===== config.mk =====
export PLATFORM = sky130hd
export DESIGN_NAME = irq_nest_ctrl
export DESIGN_NICKNAME = d
export VERILOG_FILES = /design/src/rtl/irq_pkg.sv /design/src/rtl/irq_flag_bank.sv /design/src/rtl/irq_arbiter.sv /design/src/rtl/irq_service_track.sv /design/src/rtl/irq_nest_ctrl.sv
export SDC_FILE = /design/constraint.sdc
export NUM_CORES = 1
export LEC_CHECK = 0
export ABC_AREA = 1
export BUFFER_PORTS_ARGS = -buffer_cell sky130_fd_sc_hd__buf_4
export CORE_MARGIN = 2
export CORE_UTILIZATION = 40
export CTS_CLUSTER_DIAMETER = 60
export DETAILED_ROUTE_END_ITERATION = 16
export PLACE_DENSITY_LB_ADDON = 0.3
export SETUP_SLACK_MARGIN = 0.02
export SYNTH_ARGS = -nofsm -noshare
export SYNTH_HDL_FRONTEND = slang
export SYNTH_HIERARCHICAL = 1
export SYNTH_SLANG_ARGS = --single-unit

===== constraint.sdc =====
create_clock -name clk -period 2 [get_ports clk]
set_input_delay 0.4 -clock clk [delete_from_list [all_inputs] [get_ports clk]]
set_output_delay 0.4 -clock clk [all_outputs]
set_load 0.01 [all_outputs]

===== src/rtl/irq_pkg.sv =====
package irq_pkg;
  localparam int unsigned SRC_N = 5;
  localparam int unsigned IDX_W = $clog2(SRC_N);

  typedef logic [SRC_N-1:0] src_vec_t;

  typedef enum logic {
    LVL_LOW  = 1'b0,
    LVL_HIGH = 1'b1
  } level_e;

  typedef struct packed {
    logic             valid;
    logic [IDX_W-1:0] idx;
    level_e           level;
  } pick_t;

  // lowest index set in v (0 when v is empty)
  function automatic logic [IDX_W-1:0] lowest_set(input src_vec_t v);
    logic [IDX_W-1:0] r;
    r = '0;
    for (int i = SRC_N - 1; i >= 0; i--) begin
      if (v[i]) r = IDX_W'(i);
    end
    return r;
  endfunction

  // vector address of a source: base + idx * stride
  function automatic logic [15:0] vector_of(input logic [IDX_W-1:0] idx,
                                            input logic [15:0] base,
                                            input logic [15:0] stride);
    return base + (16'(idx) * stride);
  endfunction
endpackage


===== src/rtl/irq_flag_bank.sv =====
module irq_flag_bank
  import irq_pkg::*;
(
  input  logic     clk,
  input  logic     rst_n,
  input  src_vec_t set_i,
  input  logic     wr_i,
  input  src_vec_t wdata_i,
  input  src_vec_t hw_clr_i,
  input  logic     tick_i,
  input  src_vec_t en_mask_i,
  output src_vec_t flags_o,
  output src_vec_t samp_o
);
  src_vec_t flag_q, flag_d, samp_q;

  for (genvar g = 0; g < SRC_N; g++) begin : g_bit
    // event has priority over both software write and hardware clear
    assign flag_d[g] = set_i[g] | (wr_i ? wdata_i[g] : (flag_q[g] & ~hw_clr_i[g]));
  end

  always_ff @(posedge clk or negedge rst_n) begin
    if (!rst_n) begin
      flag_q <= '0;
      samp_q <= '0;
    end else begin
      flag_q <= flag_d;
      if (tick_i) samp_q <= flag_q & en_mask_i;
    end
  end

  assign flags_o = flag_q;
  assign samp_o  = samp_q;
endmodule


===== src/rtl/irq_arbiter.sv =====
module irq_arbiter
  import irq_pkg::*;
(
  input  src_vec_t   samp_i,
  input  src_vec_t   prio_i,
  input  logic [1:0] isr_i,
  output pick_t      pick_o
);
  src_vec_t pend_hi, pend_lo;
  logic     hi_ok, lo_ok;

  assign pend_hi = samp_i & prio_i;
  assign pend_lo = samp_i & ~prio_i;
  assign hi_ok   = ~isr_i[1];
  assign lo_ok   = (isr_i == 2'b00);

  always_comb begin
    pick_o = '{valid: 1'b0, idx: '0, level: LVL_LOW};
    if ((|pend_hi) && hi_ok) begin
      pick_o = '{valid: 1'b1, idx: lowest_set(pend_hi), level: LVL_HIGH};
    end else if ((|pend_lo) && lo_ok) begin
      pick_o = '{valid: 1'b1, idx: lowest_set(pend_lo), level: LVL_LOW};
    end
  end
endmodule


===== src/rtl/irq_service_track.sv =====
module irq_service_track
  import irq_pkg::*;
#(
  parameter int unsigned CALL_CYC   = 6,
  parameter logic [15:0] VEC_BASE   = 16'h0003,
  parameter logic [15:0] VEC_STRIDE = 16'h0008
) (
  input  logic             clk,
  input  logic             rst_n,
  input  logic             tick_i,
  input  logic             bound_i,
  input  pick_t            pick_i,
  input  logic             reti_i,
  output logic             ack_o,
  output logic [IDX_W-1:0] ack_idx_o,
  output logic [1:0]       isr_o,
  output logic             busy_o,
  output logic [15:0]      vec_o,
  output logic             done_o
);
  localparam int unsigned CNT_W = $clog2(CALL_CYC + 1);

  logic [CNT_W-1:0] cnt_q;
  logic [1:0]       isr_q, isr_d;
  logic [15:0]      vec_q;
  logic             done_q;

  assign ack_o     = tick_i & bound_i & pick_i.valid & (cnt_q == '0);
  assign ack_idx_o = pick_i.idx;

  always_comb begin
    isr_d = isr_q;
    if (reti_i) begin
      if (isr_q[1]) isr_d[1] = 1'b0;
      else          isr_d[0] = 1'b0;
    end
    if (ack_o) begin
      if (pick_i.level == LVL_HIGH) isr_d[1] = 1'b1;
      else                          isr_d[0] = 1'b1;
    end
  end

  always_ff @(posedge clk or negedge rst_n) begin
    if (!rst_n) begin
      cnt_q  <= '0;
      isr_q  <= '0;
      vec_q  <= '0;
      done_q <= 1'b0;
    end else begin
      isr_q  <= isr_d;
      done_q <= tick_i && (cnt_q == CNT_W'(1));
      if (ack_o) begin
        cnt_q <= CNT_W'(CALL_CYC);
        vec_q <= vector_of(pick_i.idx, VEC_BASE, VEC_STRIDE);
      end else if (tick_i && (cnt_q != '0)) begin
        cnt_q <= cnt_q - CNT_W'(1);
      end
    end
  end

  assign isr_o  = isr_q;
  assign busy_o = (cnt_q != '0);
  assign vec_o  = vec_q;
  assign done_o = done_q;
endmodule


===== src/rtl/irq_nest_ctrl.sv =====
module irq_nest_ctrl
  import irq_pkg::*;
#(
  parameter int unsigned CALL_CYC    = 6,
  parameter logic [15:0] VEC_BASE    = 16'h0003,
  parameter logic [15:0] VEC_STRIDE  = 16'h0008,
  parameter logic [7:0]  EN_ADDR     = 8'hA8,
  parameter logic [7:0]  PRIO_ADDR   = 8'hB8,
  parameter logic [7:0]  FLAG_ADDR   = 8'h98,
  parameter logic [4:0]  HWCLR_MASK  = 5'b01111
) (
  input  logic        clk,
  input  logic        rst_n,
  input  logic        mc_tick,
  input  logic        insn_bound,
  input  logic [4:0]  src_evt,
  input  logic        sfr_we,
  input  logic [7:0]  sfr_addr,
  input  logic [7:0]  sfr_wdata,
  output logic [7:0]  sfr_rdata,
  input  logic        reti,
  output logic        call_busy,
  output logic [15:0] call_vec,
  output logic        call_done
);
  localparam int unsigned GIE_BIT = 7;

  logic [7:0]       en_q;
  src_vec_t         prio_q;
  src_vec_t         flags, samp, en_src, hw_clr;
  pick_t            pick;
  logic             ack_fire;
  logic [IDX_W-1:0] ack_idx;
  logic             ack_level;
  logic [1:0]       isr;
  logic             reti_clr;

  always_ff @(posedge clk or negedge rst_n) begin
    if (!rst_n) begin
      en_q   <= '0;
      prio_q <= '0;
    end else if (sfr_we) begin
      if (sfr_addr == EN_ADDR)   en_q   <= sfr_wdata;
      if (sfr_addr == PRIO_ADDR) prio_q <= sfr_wdata[SRC_N-1:0];
    end
  end

  assign en_src = en_q[SRC_N-1:0] & {SRC_N{en_q[GIE_BIT]}};
  assign hw_clr = ack_fire ? ((src_vec_t'(1) << ack_idx) & HWCLR_MASK) : '0;

  irq_flag_bank u_flags (
    .clk       (clk),
    .rst_n     (rst_n),
    .set_i     (src_evt),
    .wr_i      (sfr_we && (sfr_addr == FLAG_ADDR)),
    .wdata_i   (sfr_wdata[SRC_N-1:0]),
    .hw_clr_i  (hw_clr),
    .tick_i    (mc_tick),
    .en_mask_i (en_src),
    .flags_o   (flags),
    .samp_o    (samp)
  );

  irq_arbiter u_arb (
    .samp_i (samp),
    .prio_i (prio_q),
    .isr_i  (isr),
    .pick_o (pick)
  );

  irq_service_track #(
    .CALL_CYC   (CALL_CYC),
    .VEC_BASE   (VEC_BASE),
    .VEC_STRIDE (VEC_STRIDE)
  ) u_svc (
    .clk       (clk),
    .rst_n     (rst_n),
    .tick_i    (mc_tick),
    .bound_i   (insn_bound),
    .pick_i    (pick),
    .reti_i    (reti),
    .ack_o     (ack_fire),
    .ack_idx_o (ack_idx),
    .isr_o     (isr),
    .busy_o    (call_busy),
    .vec_o     (call_vec),
    .done_o    (call_done)
  );

  assign ack_level = (pick.level == LVL_HIGH);
  assign reti_clr  = reti & (|isr);

  always_comb begin
    sfr_rdata = '0;
    if (sfr_addr == EN_ADDR)   sfr_rdata = en_q;
    if (sfr_addr == PRIO_ADDR) sfr_rdata = 8'(prio_q);
    if (sfr_addr == FLAG_ADDR) sfr_rdata = 8'(flags);
  end
endmodule


======== Word level (Yosys, flattened, before mapping) ========
Index checks and enable logic that the tools add are counted.
word-level totals
  input port bits ......................... 27
  output and inout port bits .............. 26
  bits in registers ....................... 45
  logic and storage cells ................. 80
cells by class
  bitwise logic cells ..................... 24
  equality and inequality tests ........... 4
  mux-type cells .......................... 28
  $add $sub $neg .......................... 2
  shift-type cells ........................ 1
  reductions and logical operators ........ 13
operator list
  operator                                              number
  two-way mux 3 bit                                     12
  equality test 8 bit (second input constant)           3
  two-way mux 8 bit                                     3
  AND 5 bit                                             4
  two-way mux 5 bit                                     2
  OR reduction 5 bit                                    2
  AND 1 bit                                             8
  two-way mux 1 bit                                     8
  adder 2 x 6 -> 7 bit (first input constant)           1
  logical AND 1 bit                                     5
  NOT 1 bit                                             5
  NOT 5 bit                                             1
  bitwise OR 1 bit                                      5
  two-way mux 2 bit                                     2
  two-way mux 4 bit                                     1
  AND reduction 2 bit                                   2
  << shifter 1 x 3 -> 4 bit (first input constant)      1
  equality test 3 x 1 -> 1 bit (second input constant)  1
  zero test 3 bit                                       1
  nonzero test 3 bit                                    1
  subtractor 3 x 1 -> 3 bit (second input constant)     1
  zero test 2 bit                                       1
  nonzero test 2 bit                                    1
  NOT 1 bit (first input constant)                      1

======== Longest topological paths before layout ========
  word-level depth ........................ 16
  mapped depth ............................ 14
  gate-level depth less buffers ........... 13

======== Cells and area by module ========
The synthesis kept the hierarchy.
by module, submodules not included
  module             area an instance (µm²)  sequential area each (µm²)  times used  cells an instance
  irq_nest_ctrl      852.1                   325.3                       1           123
  irq_service_track  638.1                   250.2                       1           72
  irq_flag_bank      426.7                   250.2                       1           47
  irq_arbiter        229.0                   0.0                         1           47

======== Worst setup path before layout ========
No wires, ideal clock.
  kind .................................... register -> register
  start point ............................. register prio_q[4]
  end point ............................... register u_flags.flag_q[0] (netlist: u_flags/flags_o[0])
  clock period less this slack ............ 1,615 ps
  cell stages (with the launch flop) ...... 11
  path buffers ............................ 0
  library setup time ...................... 121 ps
  required time ........................... 1,879 ps
  slack ................................... 385 ps
  arrival ................................. 1,494 ps
  cell sequence ........................... dfrtp_1 or2_1 a21oi_2 or2_1 nand3_2 nor2_4 nand2_1 nor3_1 inv_1 nand3_1 nand2_1
RTL lines
  element                 RTL line             RTL
  from (decl)             irq_nest_ctrl.sv:29  src_vec_t prio_q;
  from (signal assigned)  irq_nest_ctrl.sv:44  if (sfr_addr == PRIO_ADDR) prio_q <= sfr_wdata[SRC_N-1:0];
  to (signal assigned)    irq_flag_bank.sv:27  flag_q <= flag_d;
  to (decl)               irq_flag_bank.sv:15  src_vec_t flag_q, flag_d, samp_q;

==> impl_metrics.toml <==
[job]
maxCapViolCount = 0

[sta]
setup_viol = 0
clock_skew_ps = 7.65
fmax_mhz = 548
worst_slack_ps = 176
rsz0062_at_grt = "no"
min_period_ps = 1820
finalSetupTns_ps = 0
maxSlewViolCount = 0
fin_crit_sh_pct = 91.2
hold_viol = 0

[synthesis]
netlist_instances = 289
netlist_area_mm2 = 0.00215
yosysMostFrequentCell = "nand2_1"
synth_edf_count = 0
yosysTopAreaCellShare_pct = 38.5
synth_area_leader_cell = "dfrtp_1"
synth_area_leaders = "dfrtp_1 38%, nand2_1 14%, nand3_1 8.6%"
syn_area_per_cell_um2 = 7.42
synthArstFlopShare_pct = 100
synthFlopType = "dfrtp_1"
ys_warn_count = 6
yosys_register_bits = 33
synth_commonest_cells = "78 x nand2_1, 37 x nand3_1, 36 x inv_1"
synth.distinct_cells = 26
synth-seq-area-share_pct = 38.5

[power_and_ir_drop]
p_leak_uw = 0.00138
ir_drop_v = 0.000794
power.total_uw = 1740
powerDensity_mw_per_mm2 = 668

[die]
die_area_mm2 = 0.00597
core_mm2 = 0.00514
rows = 26
ios = 53
initial_utilization_pct = 41.7
die_y_um = 77.2
die_w_um = 77.2

[setup_path]
path_max_fanout = 4
cpMostUsedCell = "or2_1"
arrival_ps = 2000
critical_path_class = "flip-flop to flip-flop"
cp_cell_sequence = "or2_1 > a21oi_2 > or2_1 > nand3_2 > nor2_4 > nand2_2 > nor3_1 > inv_1 > nand3_1 > nand2_1"
cpPeakStageDelay_ps = 400
start_kind = "flip-flop"
critPathRequiredTime_ps = 2170
critPathCaptureType = "flip-flop"
cp_slowest_cell = "dfrtp_1"

[cts]
postCtsHoldBufs = 0
htreeDepth = 2
cts.sinks = 33
clk_pin_slew_ps = 70
clock_latency_ps = 280
clockBufferDepth = 2
cts_made_buffers = 5
cts_root_buf = "clkbuf_8"
cts_tree = "done"

[layout]
final_area_mm2 = 0.00261
area_delta_synth_final_pct = 21.5
drive_gt1_share_pct = 26.9
final_cells = 404
antenna_cells = 0
fill_cells = 548
fin_nets = 364

[routing]
drc = 0
drt_iter0_drc = 128
via_per_inst = 4.76
ant_nets = 0
drt-total-wl_um = 4720
post_drt_wl_per_cell_um = 11.7
via_count = 1922
firstDrtPassIters = 4

[worst_hold_path]
hold_path.class = "input port to async pin"

[grt]
grt_pass1_vias = 1863
track_usage_pct = 17.4
overflow = 0
grt_max_degree = 34
grt_first_pass_wirelength_um = 8400
grt_antenna_before_repair = 0

[run_status]
status = "finished clean"

[place]
post-place-cells = 392
place_ws_ps = 131
gp_congestion = 0.870
numPortBuffers = 41
hpwl_um = 3500
dpl-instance-area_mm2 = 0.00245
cells in the final DEF (no fill, tap or decap), drive strengths merged, types with 3 or more instances in the layout:
| cell type | netlist | final |
|---|---|---|
| o21ai | 9 | 9 |
| ha | 3 | 3 |
| clkbuf | 0 | 5 |
| conb | 2 | 12 |
| a21oi | 7 | 7 |
| nor2 | 19 | 19 |
| nand2 | 86 | 86 |
| or2 | 3 | 3 |
| buf | 23 | 51 |
| nand3 | 41 | 41 |
| nand4 | 15 | 15 |
| dfrtp | 33 | 33 |
| nor3 | 4 | 4 |
| inv | 42 | 42 |
power breakdown:
group,switching (uW),internal (uW),leakage [uW]
logic,215,156,0.000900
clock network,241,362,0.0000540
registers,43.8,723,0.000426
metal layers:
layer  global-route usage (%)  wire [um]
met1                     22.6       2050
met2                     28.4       2320
met3                     4.00        298
met4                     5.89         49
met5                        0          0
cells by family (layout without fill, tap and decap cells):
group	count (synthesis)	after routing	share of synthesized area, %
compound gates	16	16	4.08
fa+ha+maj	3	3	1.75
buf+inv	65	100	15.7
flops	33	33	38.5
other cells	2	12	0.350
simple gates	170	170	39.7
sequential cells by signal (all words and copies together), names as in the netlist:
register / flops
en_q: 8
prio_q: 5
u_flags/flags_o: 5
u_flags/samp_o: 5
u_svc/cnt_q: 3
u_svc/done_o: 1
u_svc/isr_o: 2
u_svc/vec_o: 4
worst paths after layout:
| check | start | end | slack (ps) | depth (start not counted) |
|---|---|---|---|---|
| max in group asynchronous | rst_n | u_svc/cnt_q[1] | 1640 | 1 |
| min in group clk | src_evt[4] | u_flags/flags_o[4] | 290 | 3 |
| max | prio_q[4] | u_flags/flags_o[0] | 180 | 10 |
| min reg2reg | u_svc/vec_o[4] | u_svc/vec_o[4] | 470 | 2 |
| max reg2reg | prio_q[4] | u_flags/flags_o[0] | 180 | 10 |
| min | rst_n | en_q[5] | 40 | 1 |
worst max-delay path: cells and delay by family, from the launching register on:
family | cells | cell delay [ps]
simple gates | 8 | 1060
flops | 1 | 400
compound gates | 1 | 170
buf+inv | 1 | 70
area by class of cell:
cell class	count	area, um^2	share of cell area (%)
Clock inverter	2	35.0	1.34
Inverter	42	158	6.05
Timing Repair Buffer	51	395	15.2
Clock buffer	5	68.8	2.64
Sequential cell	33	826	31.7
Multi-Input combinational cell	201	1040	39.8
Tap cell	70	87.6	3.36
what timing repair did:
action                                  CTS  global route
endpoints found under the setup margin    0             4
buffers inserted                          0             5
gates resized for setup                   0             4
per-stage QoR:
stage	hold WS [ps]	utilization, %
after floorplan	104	-
after global placement	374	47.7
after detailed placement	371	47.7
after CTS	60.6	49.7
after global routing	74.6	50.7
final	43.2	50.7
No activity file was read; power rests on OpenSTA's default activity.
